===== src/rtl/usbh_irq_pkg.sv =====
package usbh_irq_pkg;

   localparam int unsigned NFLAG      = 8;
   localparam int unsigned BIT_DETACH = 0;
   localparam int unsigned BIT_ERR    = 1;
   localparam int unsigned BIT_SOF    = 2;
   localparam int unsigned BIT_TOK    = 3;
   localparam int unsigned BIT_IDLE   = 4;
   localparam int unsigned BIT_RESUME = 5;
   localparam int unsigned BIT_ATTACH = 6;
   localparam int unsigned BIT_STALL  = 7;

   typedef enum logic [1:0] {
      LN_SE0 = 2'b00,
      LN_DM  = 2'b01,
      LN_DP  = 2'b10,
      LN_SE1 = 2'b11
   } line_e;

   // convert a duration in ns to a cycle count, never below one
   function automatic int unsigned ns_to_cyc(longint unsigned hz, longint unsigned ns);
      longint unsigned c;
      c = (hz * ns) / 64'd1_000_000_000;
      if (c == 0) c = 1;
      return 32'(c);
   endfunction

endpackage


===== src/rtl/usbh_line_timer.sv =====
module usbh_line_timer #(
   parameter int unsigned HOLD_CYC = 8,
   parameter int unsigned TAG_W    = 3
) (
   input  logic             clk,
   input  logic             rst,
   input  logic [TAG_W-1:0] tag,
   input  logic             qual,
   output logic             fire
);
   localparam int unsigned CW = $clog2(HOLD_CYC + 1);
   localparam logic [CW-1:0] HOLD_V = CW'(HOLD_CYC);

   generate
      if (HOLD_CYC < 1) begin : g_bad_hold
         $error("usbh_line_timer: HOLD_CYC must be at least 1");
      end
   endgenerate

   logic [TAG_W-1:0] tag_q;
   logic [CW-1:0]    run_q, run_nx;
   logic             done_q, changed, hit;

   assign changed = (tag != tag_q);
   // length of the current run, including this edge, saturating at the hold
   assign run_nx  = changed ? CW'(1) : ((run_q == HOLD_V) ? run_q : run_q + 1'b1);
   // the run reaches the hold length exactly once
   assign hit     = (run_nx == HOLD_V) && (changed || !done_q);
   assign fire    = hit && qual;

   always_ff @(posedge clk) begin
      if (rst) begin
         tag_q  <= '0;
         run_q  <= '0;
         done_q <= 1'b0;
      end else begin
         tag_q  <= tag;
         run_q  <= run_nx;
         done_q <= hit || (done_q && !changed);
      end
   end

endmodule


===== src/rtl/usbh_detach_arm.sv =====
module usbh_detach_arm (
   input  logic clk,
   input  logic rst,
   input  logic bus_rst_act,
   input  logic fired,
   output logic armed
);
   logic brst_q;

   always_ff @(posedge clk) begin
      if (rst) begin
         brst_q <= 1'b0;
         armed  <= 1'b1;
      end else begin
         brst_q <= bus_rst_act;
         if (brst_q && !bus_rst_act) armed <= 1'b1;
         else if (fired)             armed <= 1'b0;
      end
   end

endmodule


===== src/rtl/usbh_flag_bank.sv =====
module usbh_flag_bank #(
   parameter int unsigned NF      = 8,
   parameter int unsigned LIVE    = 1,
   parameter int unsigned ERR_W   = 8
) (
   input  logic             clk,
   input  logic             rst,
   input  logic [NF-1:0]    set_v,
   input  logic [NF-1:0]    clr_v,
   input  logic [ERR_W-1:0] err_src,
   input  logic [ERR_W-1:0] err_msk,
   output logic [NF-1:0]    stat
);
   generate
      if (LIVE >= NF) begin : g_bad_live
         $error("usbh_flag_bank: LIVE index out of range");
      end
      for (genvar i = 0; i < NF; i++) begin : g_bit
         if (i == LIVE) begin : g_live
            logic unused_b;
            assign unused_b = set_v[i] ^ clr_v[i];
            assign stat[i]  = |(err_src & err_msk);
         end else begin : g_sticky
            logic q;
            always_ff @(posedge clk) begin
               if (rst) q <= 1'b0;
               else     q <= set_v[i] | (q & ~clr_v[i]);
            end
            assign stat[i] = q;
         end
      end
   endgenerate

endmodule


===== src/rtl/usbh_intstat.sv =====
module usbh_intstat
   import usbh_irq_pkg::*;
#(
   parameter longint unsigned CLK_HZ    = 48_000_000,
   parameter int unsigned     ERR_W     = 8,
   parameter int unsigned     REG_W     = 16,
   parameter longint unsigned ATTACH_NS = 2_500,
   parameter longint unsigned IDLE_NS   = 3_000_000,
   parameter longint unsigned DETACH_NS = 2_500
) (
   input  logic             clk,
   input  logic             rst,
   input  logic [1:0]       line_st,
   input  logic             low_spd,
   input  logic             tok_done_p,
   input  logic             sof_thr_p,
   input  logic             stall_p,
   input  logic [ERR_W-1:0] err_src,
   input  logic [ERR_W-1:0] err_msk,
   input  logic             bus_rst_act,
   input  logic             reg_wr,
   input  logic             reg_sel,
   input  logic [REG_W-1:0] reg_wdata,
   output logic [REG_W-1:0] reg_rdata,
   output logic             irq
);
   localparam int unsigned ATT_CYC = ns_to_cyc(CLK_HZ, ATTACH_NS);
   localparam int unsigned IDL_CYC = ns_to_cyc(CLK_HZ, IDLE_NS);
   localparam int unsigned DET_CYC = ns_to_cyc(CLK_HZ, DETACH_NS);

   generate
      if (REG_W <= NFLAG) begin : g_bad_regw
         $error("usbh_intstat: REG_W must exceed the flag count");
      end
      if (ERR_W < 1) begin : g_bad_errw
         $error("usbh_intstat: ERR_W must be at least 1");
      end
      if (IDLE_NS <= ATTACH_NS) begin : g_bad_idle
         $error("usbh_intstat: idle hold must be longer than attach hold");
      end
   endgenerate

   logic [2:0]       tag;
   logic [1:0]       k_st, j_st;
   logic             att_f, res_f, idl_f, det_f, det_armed;
   logic [NFLAG-1:0] set_v, clr_v, stat;
   logic [NFLAG-1:0] ie_q;
   logic             unused_wd;

   assign tag  = {low_spd, line_st};
   assign k_st = low_spd ? LN_DP : LN_DM;
   assign j_st = low_spd ? LN_DM : LN_DP;

   usbh_line_timer #(.HOLD_CYC(ATT_CYC), .TAG_W(3)) u_att (
      .clk(clk), .rst(rst), .tag(tag),
      .qual(line_st != LN_SE0), .fire(att_f));

   usbh_line_timer #(.HOLD_CYC(ATT_CYC), .TAG_W(3)) u_res (
      .clk(clk), .rst(rst), .tag(tag),
      .qual(line_st == k_st), .fire(res_f));

   usbh_line_timer #(.HOLD_CYC(IDL_CYC), .TAG_W(3)) u_idl (
      .clk(clk), .rst(rst), .tag(tag),
      .qual(line_st == j_st), .fire(idl_f));

   usbh_line_timer #(.HOLD_CYC(DET_CYC), .TAG_W(3)) u_det (
      .clk(clk), .rst(rst), .tag(tag),
      .qual((line_st == LN_SE0) && det_armed && !bus_rst_act), .fire(det_f));

   usbh_detach_arm u_arm (
      .clk(clk), .rst(rst), .bus_rst_act(bus_rst_act),
      .fired(det_f), .armed(det_armed));

   always_comb begin
      set_v             = '0;
      set_v[BIT_STALL]  = stall_p;
      set_v[BIT_ATTACH] = att_f;
      set_v[BIT_RESUME] = res_f;
      set_v[BIT_IDLE]   = idl_f;
      set_v[BIT_TOK]    = tok_done_p;
      set_v[BIT_SOF]    = sof_thr_p;
      set_v[BIT_DETACH] = det_f;
   end

   assign clr_v = (reg_wr && !reg_sel) ? reg_wdata[NFLAG-1:0] : '0;

   usbh_flag_bank #(.NF(NFLAG), .LIVE(BIT_ERR), .ERR_W(ERR_W)) u_bank (
      .clk(clk), .rst(rst), .set_v(set_v), .clr_v(clr_v),
      .err_src(err_src), .err_msk(err_msk), .stat(stat));

   always_ff @(posedge clk) begin
      if (rst)                   ie_q <= '0;
      else if (reg_wr && reg_sel) ie_q <= reg_wdata[NFLAG-1:0];
   end

   assign unused_wd = ^reg_wdata[REG_W-1:NFLAG];
   assign reg_rdata = reg_sel ? REG_W'(ie_q) : REG_W'(stat);
   assign irq       = |(stat & ie_q);

endmodule


===== config.mk =====
export PLATFORM = sky130hd
export DESIGN_NAME = usbh_intstat
export DESIGN_NICKNAME = d
export VERILOG_FILES = /design/src/rtl/usbh_irq_pkg.sv /design/src/rtl/usbh_line_timer.sv /design/src/rtl/usbh_detach_arm.sv /design/src/rtl/usbh_flag_bank.sv /design/src/rtl/usbh_intstat.sv
export SDC_FILE = /design/constraint.sdc
export NUM_CORES = 1
export LEC_CHECK = 0
export CORE_ASPECT_RATIO = 0.8
export CORE_MARGIN = 2
export CORE_UTILIZATION = 45
export CTS_BUF_LIST = sky130_fd_sc_hd__clkbuf_2 sky130_fd_sc_hd__clkbuf_4 sky130_fd_sc_hd__clkbuf_8
export CTS_CLUSTER_DIAMETER = 150
export CTS_CLUSTER_SIZE = 30
export DETAILED_ROUTE_END_ITERATION = 8
export DONT_BUFFER_PORTS = 1
export GPL_ROUTABILITY_DRIVEN = 0
export GPL_TIMING_DRIVEN = 0
export SYNTH_ARGS = -nofsm -noshare
export SYNTH_HDL_FRONTEND = slang
export SYNTH_SLANG_ARGS = --single-unit

===== constraint.sdc =====
create_clock -name clk -period 3 [get_ports clk]
set_input_delay 0.15 -clock clk [delete_from_list [all_inputs] [get_ports clk]]
set_output_delay 0.15 -clock clk [all_outputs]
set_load 0.01 [all_outputs]

==> results of run 1 <==
## area by class of cell
| cell class | count | area [µm²] | share of cell area (%) |
|---|---|---|---|
| Multi-Input combinational cell | 316 | 1970 | 49.0 |
| Sequential cell | 63 | 1260 | 31.4 |
| Timing Repair Buffer | 18 | 180 | 4.49 |
| Buffer | 28 | 175 | 4.37 |
| Clock buffer | 10 | 131 | 3.28 |
| Tap cell | 105 | 131 | 3.28 |
| Clock inverter | 6 | 109 | 2.71 |
| Inverter | 15 | 56.3 | 1.40 |
## worst max-delay path, cell delays in order, from the launching register on
cell	delay, ns
dfxtp_1	0.47
ha_1	0.36
inv_2	0.15
nor2_4	0.21
nand4_1	0.16
and3_1	0.22
or4_4	0.49
o31ai_2	0.24
## kinds of logic (layout without fill, tap and decap cells)
group                    count (synthesis)  count (layout)  synth area share (%)
AND/OR/NAND/NOR                        191             191                  28.7
buffers and inverters                   43              77                  6.74
XOR/XNOR                                38              38                  9.69
adder cells (fa/ha/maj)                  8               8                  2.92
flip-flops                              63              63                  36.7
other                                    1               8                 0.109
multiplexers                            17              17                  5.43
AO/OA/AOI/OAI                           54              54                  9.69
## metal layers
| layer | vias up | routed length [µm] |
|---|---|---|
| met1 | 1346 | 3790 |
| met4 | 0 | 62 |
| met2 | 50 | 3210 |
| li1 | 1483 | - |
| met3 | 6 | 333 |
| met5 | - | 0 |
## what timing repair did
action / CTS / global route
hold buffers: 18 / 0
buffers inserted: 0 / 0
endpoints found under the hold margin: 18 / 0
## final timing paths
| kind | end | start | cells past startpoint |
|---|---|---|---|
| setup / recovery | u_bank.g_bit[4].g_sticky.q | u_idl.run_q[0] | 7 |
| hold / removal | u_bank.g_bit[4].g_sticky.q | reg_wdata[4] | 3 |
| setup reg to reg | u_bank.g_bit[4].g_sticky.q | u_idl.run_q[0] | 7 |
| hold reg to reg | u_att.done_q | u_att.done_q | 2 |
## power by group
| part | total [mW] | switching, mW | internal [mW] |
|---|---|---|---|
| Sequential | 0.867 | 0.0144 | 0.852 |
| Combinational | 0.149 | 0.0836 | 0.0651 |
| Clock | 0.887 | 0.327 | 0.560 |
| Total | 1.90 | 0.425 | 1.48 |
## Yosys cell counts, drive strengths merged, types with 2 or more instances
master  count
a211oi      2
a21oi      28
a22oi       6
and3        2
buf        18
clkbuf     10
dfxtp      63
ha          8
inv        15
mux2       10
mux2i       7
nand2      45
nand2b      3
nand3      29
nand3b      3
nand4      13
nor2       62
nor2b       7
nor3        7
nor4       10
nor4b       2
o21ai       6
o22ai       3
o31ai       2
xnor2      16
xor2       22
## sequential cells by signal, summed over array words and instances, names as in the netlist
register and count:
u_arm.brst_q 1, u_bank.g_bit.g_sticky.q 7, u_arm.armed 1, u_det.tag_q 3, u_det.run_q 7, u_res.run_q 7, u_att.done_q 1, u_att.run_q 7
ie_q 8, u_det.done_q 1, u_res.done_q 1, u_idl.run_q 18, u_idl.done_q 1
==> summary.log, run 1 <==
INFO  outcome        outcome=completed
INFO  clock_network  max-clock-path-buffers=2
INFO  global_route   grt_util_met1=26.2%
INFO  setup_path     regToRegSetupSlack=0.61ns
INFO  setup_path     crit_path_max_fanout=8
INFO  final_layout   filler_instances=679
INFO  placement      post-dp-hpwl=5.30mm
INFO  die            floorplan.die_area=0.00835mm²
INFO  synthesis      flip_flop_and_latch_count_after_synthesis=63
INFO  routing        detail_route.vias_per_cell=5.14
INFO  synthesis      number_of_synthesis_warnings=0
INFO  synthesis      synthDominantAreaCellType=dfxtp_1
INFO  final_layout   top_library_cells_by_usage_in_the_layout_fill_and_taps_aside=dfxtp_1, nor2_1, nand2_1
INFO  clock_network  cts_htree_levels=3
INFO  clock_network  cts_inserted_buffers=9
INFO  placement      postPlaceCellArea=0.00359mm²
INFO  final_layout   area_growth_syn_to_layout=16.8%
INFO  synthesis      syn_area=0.00343mm²
INFO  clock_network  cts.clk_slew.worst_paths=0.07ns
INFO  die            dieHeight=82.1µm
INFO  clock_network  cts_tree=yes
INFO  routing        drtAntennaViolNets=0
INFO  routing        route.detailed.drc=0
INFO  sta            worst_hold_slack=0.0633ns
INFO  sta            drv_slew=0
INFO  final_layout   final_cell_area_excluding_filler_cells=0.00401mm²
INFO  power_and_ir_drop leakagePower=1.41nW
INFO  global_route   grt_antenna_before_repair=0
INFO  sta            finalWorstSetupSlack=0.610ns
INFO  sta            setup-tns-final=0ns
INFO  setup_path     crit_arrival=2.63ns
INFO  routing        vias_after_detailed_routing=2885
INFO  synthesis      postSynth.topFlopCell=dfxtp_1
INFO  synthesis      synth_cell_type_count=59
INFO  clock_network  clock_sink_count=63
INFO  final_layout   finish.cell_count_without_fillers=561
INFO  global_route   grt_use_met2=25.7%
INFO  power_and_ir_drop power.total=1.90mW
INFO  global_route   highest_utilization_routing_layer_at_the_global_route_stage=met1
INFO  power_and_ir_drop peakVddDrop=0.000389V
INFO  global_route   grt_pass1_wl=11.7mm
INFO  placement      placement.io_buffers=0
INFO  global_route   pin_count_of_the_biggest_net_entering_global_routing=12
INFO  global_route   grt_pass1_vias=2517
INFO  synthesis      synth-edff-count=0
INFO  global_route   gr-total-overflow=0
INFO  final_layout   post_route_cells_drive_above_1_share=12.1%
INFO  routing        detail_route.iter0.violations=96
INFO  routing        firstDrtPassIters=4
INFO  sta            clock-skew-final=0.0103ns
INFO  final_layout   final_core_area_utilization=54.3%
INFO  setup_path     critical_path_required=3.24ns
INFO  die            die_w=102µm
INFO  placement      placed_cells=527
INFO  global_route   grt.total_usage=17.9%
INFO  hold_path      hold_path_class=in -> reg
INFO  synthesis      synth_area_per_cell=8.27µm²
INFO  sta            timing.max_slew.rel_slack=59.8%
INFO  die            site_row_count=28
INFO  clock_network  clock_insertion_delay_at_the_later_pin_of_the_skew_report=0.33ns
INFO  final_layout   final_common_cell=dfxtp_1
INFO  power_and_ir_drop pwr_dens=474mW/mm²
INFO  synthesis      async_reset_ff_share=0%
INFO  final_layout   nets=502
INFO  setup_path     critical_path.startpoint_type=flip-flop
INFO  die            initial_core_util=46.4%
INFO  routing        routed_wirelength=7.40mm
INFO  sta            hold_viol_final=0
INFO  sta            worst_slew_pin_slew=0.600ns
INFO  setup_path     endpoint_kind=flip-flop
INFO  global_route   grt.met3_usage=4.88%
INFO  sta            period_utilization=79.7%
INFO  clock_network  ctsRootBufferMaster=clkbuf_8
INFO  setup_path     critical_path_class=reg -> reg
INFO  placement      dpl_worst_slack=0.636ns
INFO  synthesis      synth_sequential_area_ratio=36.7%
INFO  synthesis      synthTopCellsByArea=dfxtp_1, nor2_1, xor2_1, nand2_1, a21oi_1
INFO  sta            minimum_clock_period=2.39ns
INFO  synthesis      synth_top_area_share=36.7%
INFO  sta            finalSetupViolations=0
INFO  synthesis      synthesis.instances=415
INFO  sta            grt_setup_unrepaired=false
INFO  job            cap_violations=0
INFO  final_layout   antenna_cells_inserted=0
INFO  routing        route.detailed.wl_per_inst=13.2µm
INFO  sta            max_freq=418MHz
INFO  die            floorplan.io_pins=60
INFO  die            core-area=0.00739mm²
INFO  clock_network  postCtsResizedCells=0
(Power assumes the default switching activity.)
==> run 2, diff against run 1 <==
==> constraint.sdc (replaced) <==
create_clock -name clk -period 2.3 [get_ports clk]
set_input_delay 0.115 -clock clk [delete_from_list [all_inputs] [get_ports clk]]
set_output_delay 0.115 -clock clk [all_outputs]
set_load 0.01 [all_outputs]
==> run 2 against run 1 <==
Register-to-register slack worse by 0.51 ns. Design area rose by 1.1%. Final cell count increased by 0.36%. Combinational power is 31% higher. Maximum frequency up 8.7%. Worst setup slack lost 0.51 ns. Wire length rose by 0.91%. Sequential share of layout area shrank 0.27 points. Flip-flop and latch count did not move. Sequential power grew 30%. Largest power group unchanged. Highest routed layer unchanged.
==> summary.log, run 2 (synthesis results as in run 1) <==
INFO  outcome        outcome=completed
INFO  hold_path      hold_path_class=in -> reg
INFO  routing        firstDrtPassIters=5
INFO  routing        vias_after_detailed_routing=2876
INFO  power_and_ir_drop power.share.sequential=45.5%
INFO  die            die_w=102µm
INFO  power_and_ir_drop sw_frac_of_total=22.5%
INFO  die            core-area=0.00739mm²
INFO  sta            grt_setup_unrepaired=false
INFO  placement      postPlaceCellArea=0.00359mm²
INFO  final_layout   largest-register=u_idl.run_q
INFO  routing        routed_wirelength=7.46mm
INFO  routing        detail_route.iter0.violations=100
INFO  sta            finalSetupViolations=0
INFO  power_and_ir_drop power.net_switching=0.560mW
INFO  job            cap_violations=0
INFO  die            floorplan.io_pins=60
INFO  setup_path     crit_path_max_fanout=5
INFO  clock_network  cts_inserted_buffers=9
INFO  final_layout   post_route_cells_drive_above_1_share=14.2%
INFO  placement      placed_cells=527
INFO  sta            minimum_clock_period=2.20ns
INFO  global_route   gr-total-overflow=0
INFO  power_and_ir_drop leakagePower=1.44nW
INFO  final_layout   area_growth_syn_to_layout=18.1%
INFO  sta            worst_slew_pin_slew=0.588ns
INFO  clock_network  max-clock-path-buffers=2
INFO  clock_network  cts.clk_slew.worst_paths=0.07ns
INFO  clock_network  ctsRootBufferMaster=clkbuf_8
INFO  power_and_ir_drop peakVddDrop=0.000497V
INFO  sta            hold_viol_final=0
INFO  sta            timing.max_slew.rel_slack=60.6%
INFO  global_route   highest_utilization_routing_layer_at_the_global_route_stage=met1
INFO  setup_path     critical_path_required=2.52ns
INFO  global_route   pin_count_of_the_biggest_net_entering_global_routing=12
INFO  final_layout   final_cell_area_excluding_filler_cells=0.00405mm²
INFO  final_layout   antenna_cells_inserted=0
INFO  die            site_row_count=28
INFO  global_route   grt_util_met1=26.1%
INFO  setup_path     critical_path.startpoint_type=flip-flop
INFO  clock_network  cts_tree=yes
INFO  routing        drtAntennaViolNets=0
INFO  global_route   grt.met3_usage=4.88%
INFO  sta            max_freq=455MHz
INFO  sta            drv_slew=0
INFO  routing        detail_route.vias_per_cell=5.11
INFO  final_layout   largest_register_ffs=18
INFO  die            dieHeight=82.1µm
INFO  setup_path     crit_arrival=2.42ns
INFO  global_route   grt_antenna_before_repair=0
INFO  sta            period_utilization=95.6%
INFO  clock_network  clock_insertion_delay_at_the_later_pin_of_the_skew_report=0.34ns
INFO  placement      post-dp-hpwl=5.30mm
INFO  final_layout   finish.cell_count_without_fillers=563
INFO  final_layout   layout_top_registers=u_idl.run_q: 18 flops, ie_q: 8 flops
INFO  power_and_ir_drop combPwrFrac=7.8%
INFO  sta            clock-skew-final=0.0103ns
INFO  placement      placement.io_buffers=0
INFO  global_route   grt_use_met2=26.1%
INFO  power_and_ir_drop fraction_of_power_consumed_by_the_clock_network=46.7%
INFO  power_and_ir_drop pwr_dens=614mW/mm²
INFO  routing        route.detailed.wl_per_inst=13.3µm
INFO  clock_network  cts_htree_levels=3
INFO  final_layout   top_library_cells_by_usage_in_the_layout_fill_and_taps_aside=nor2_1, dfxtp_1, nand2_1
INFO  final_layout   nets=504
INFO  global_route   grt_pass1_wl=11.8mm
INFO  setup_path     endpoint_kind=flip-flop
INFO  global_route   grt_pass1_vias=2525
INFO  routing        route.detailed.drc=0
INFO  power_and_ir_drop internal_power=1.93mW
INFO  setup_path     critical_path_class=reg -> reg
INFO  global_route   grt.total_usage=17.9%
INFO  die            initial_core_util=46.4%
INFO  die            floorplan.die_area=0.00835mm²
INFO  clock_network  clock_sink_count=63
[run 2: cell count changes in the layout (fill, tap and decap cells not counted), moves of 2 or more]
cell / delta
buf_4: +2
dfxtp_1: -2
clkbuf_2: +2
dfxtp_2: +2
clkbuf_1: -2
[run 2: power groups by stage]
stage          Combinational, mW  Sequential [mW]  Clock [mW]
2_1_floorplan              0.132             1.15           0
3_3_place_gp               0.162             1.15           0
3_5_place_dp               0.165             1.16           0
4_1_cts                    0.193             1.13        1.19
5_1_grt                    0.216             1.13        1.24
6_report                   0.195             1.13        1.16
[run 2: metrics by stage]
stage / setup WS, ns / total power [mW] / utilization (%) / hold WS, ns / setup TNS, ns
final: 0.102 / 2.49 / 54.8 / 0.0217 / 0
after global routing: 0.00755 / 2.59 / 54.8 / 0.0135 / 0
after CTS: 0.0550 / 2.52 / 54.3 / 0.0150 / 0
after detailed placement: -0.0636 / 1.32 / 48.6 / 0.244 / -0.0636
after global placement: -0.0758 / 1.32 / 48.6 / 0.234 / -0.0758
after floorplan: 0.240 / 1.28 / - / 0.232 / 0
[run 2: routing by layer]
metal  up-vias  wire length [µm]
li1       1489                 -
met1      1326              3770
met2        55              3270
met3         6               353
met4         0                62
met5         -                 0
[run 2: worst paths after layout]
path	cells after the start	endpoint	from	slack, ns
max	8	u_arm.armed	u_det.run_q[1]	0.10
min	3	u_bank.g_bit[4].g_sticky.q	reg_wdata[4]	0.02
max reg2reg	8	u_arm.armed	u_det.run_q[1]	0.10
min reg2reg	2	u_att.done_q	u_att.done_q	0.46
[run 2: worst max-delay path: stages, from the launching register on]
cell     delay [ns]
dfxtp_1        0.35
inv_1          0.08
ha_1           0.15
nand2_1        0.08
nor3_4         0.27
mux2i_1        0.21
a21oi_1        0.11
or4b_4         0.55
a221o_1        0.30
[run 2: cell type report]
| class | instances | area (µm²) |
|---|---|---|
| Inverter | 15 | 56.3 |
| Buffer | 28 | 178 |
| Fill cell | 674 | 3340 |
| Clock inverter | 6 | 109 |
| Multi-Input combinational cell | 316 | 1990 |
| Clock buffer | 10 | 131 |
| Tap cell | 105 | 131 |
| Sequential cell | 63 | 1260 |
| Timing Repair Buffer | 20 | 195 |
[run 2: timing repair]
item / 4_1_cts / 5_1_grt
hold endpoints to repair: 19 / 0
hold buffers: 18 / 0
buffers inserted: 0 / 2
pin swaps: 0 / 1
resized for setup: 2 / 9
endpoints found under the setup margin: 1 / 5
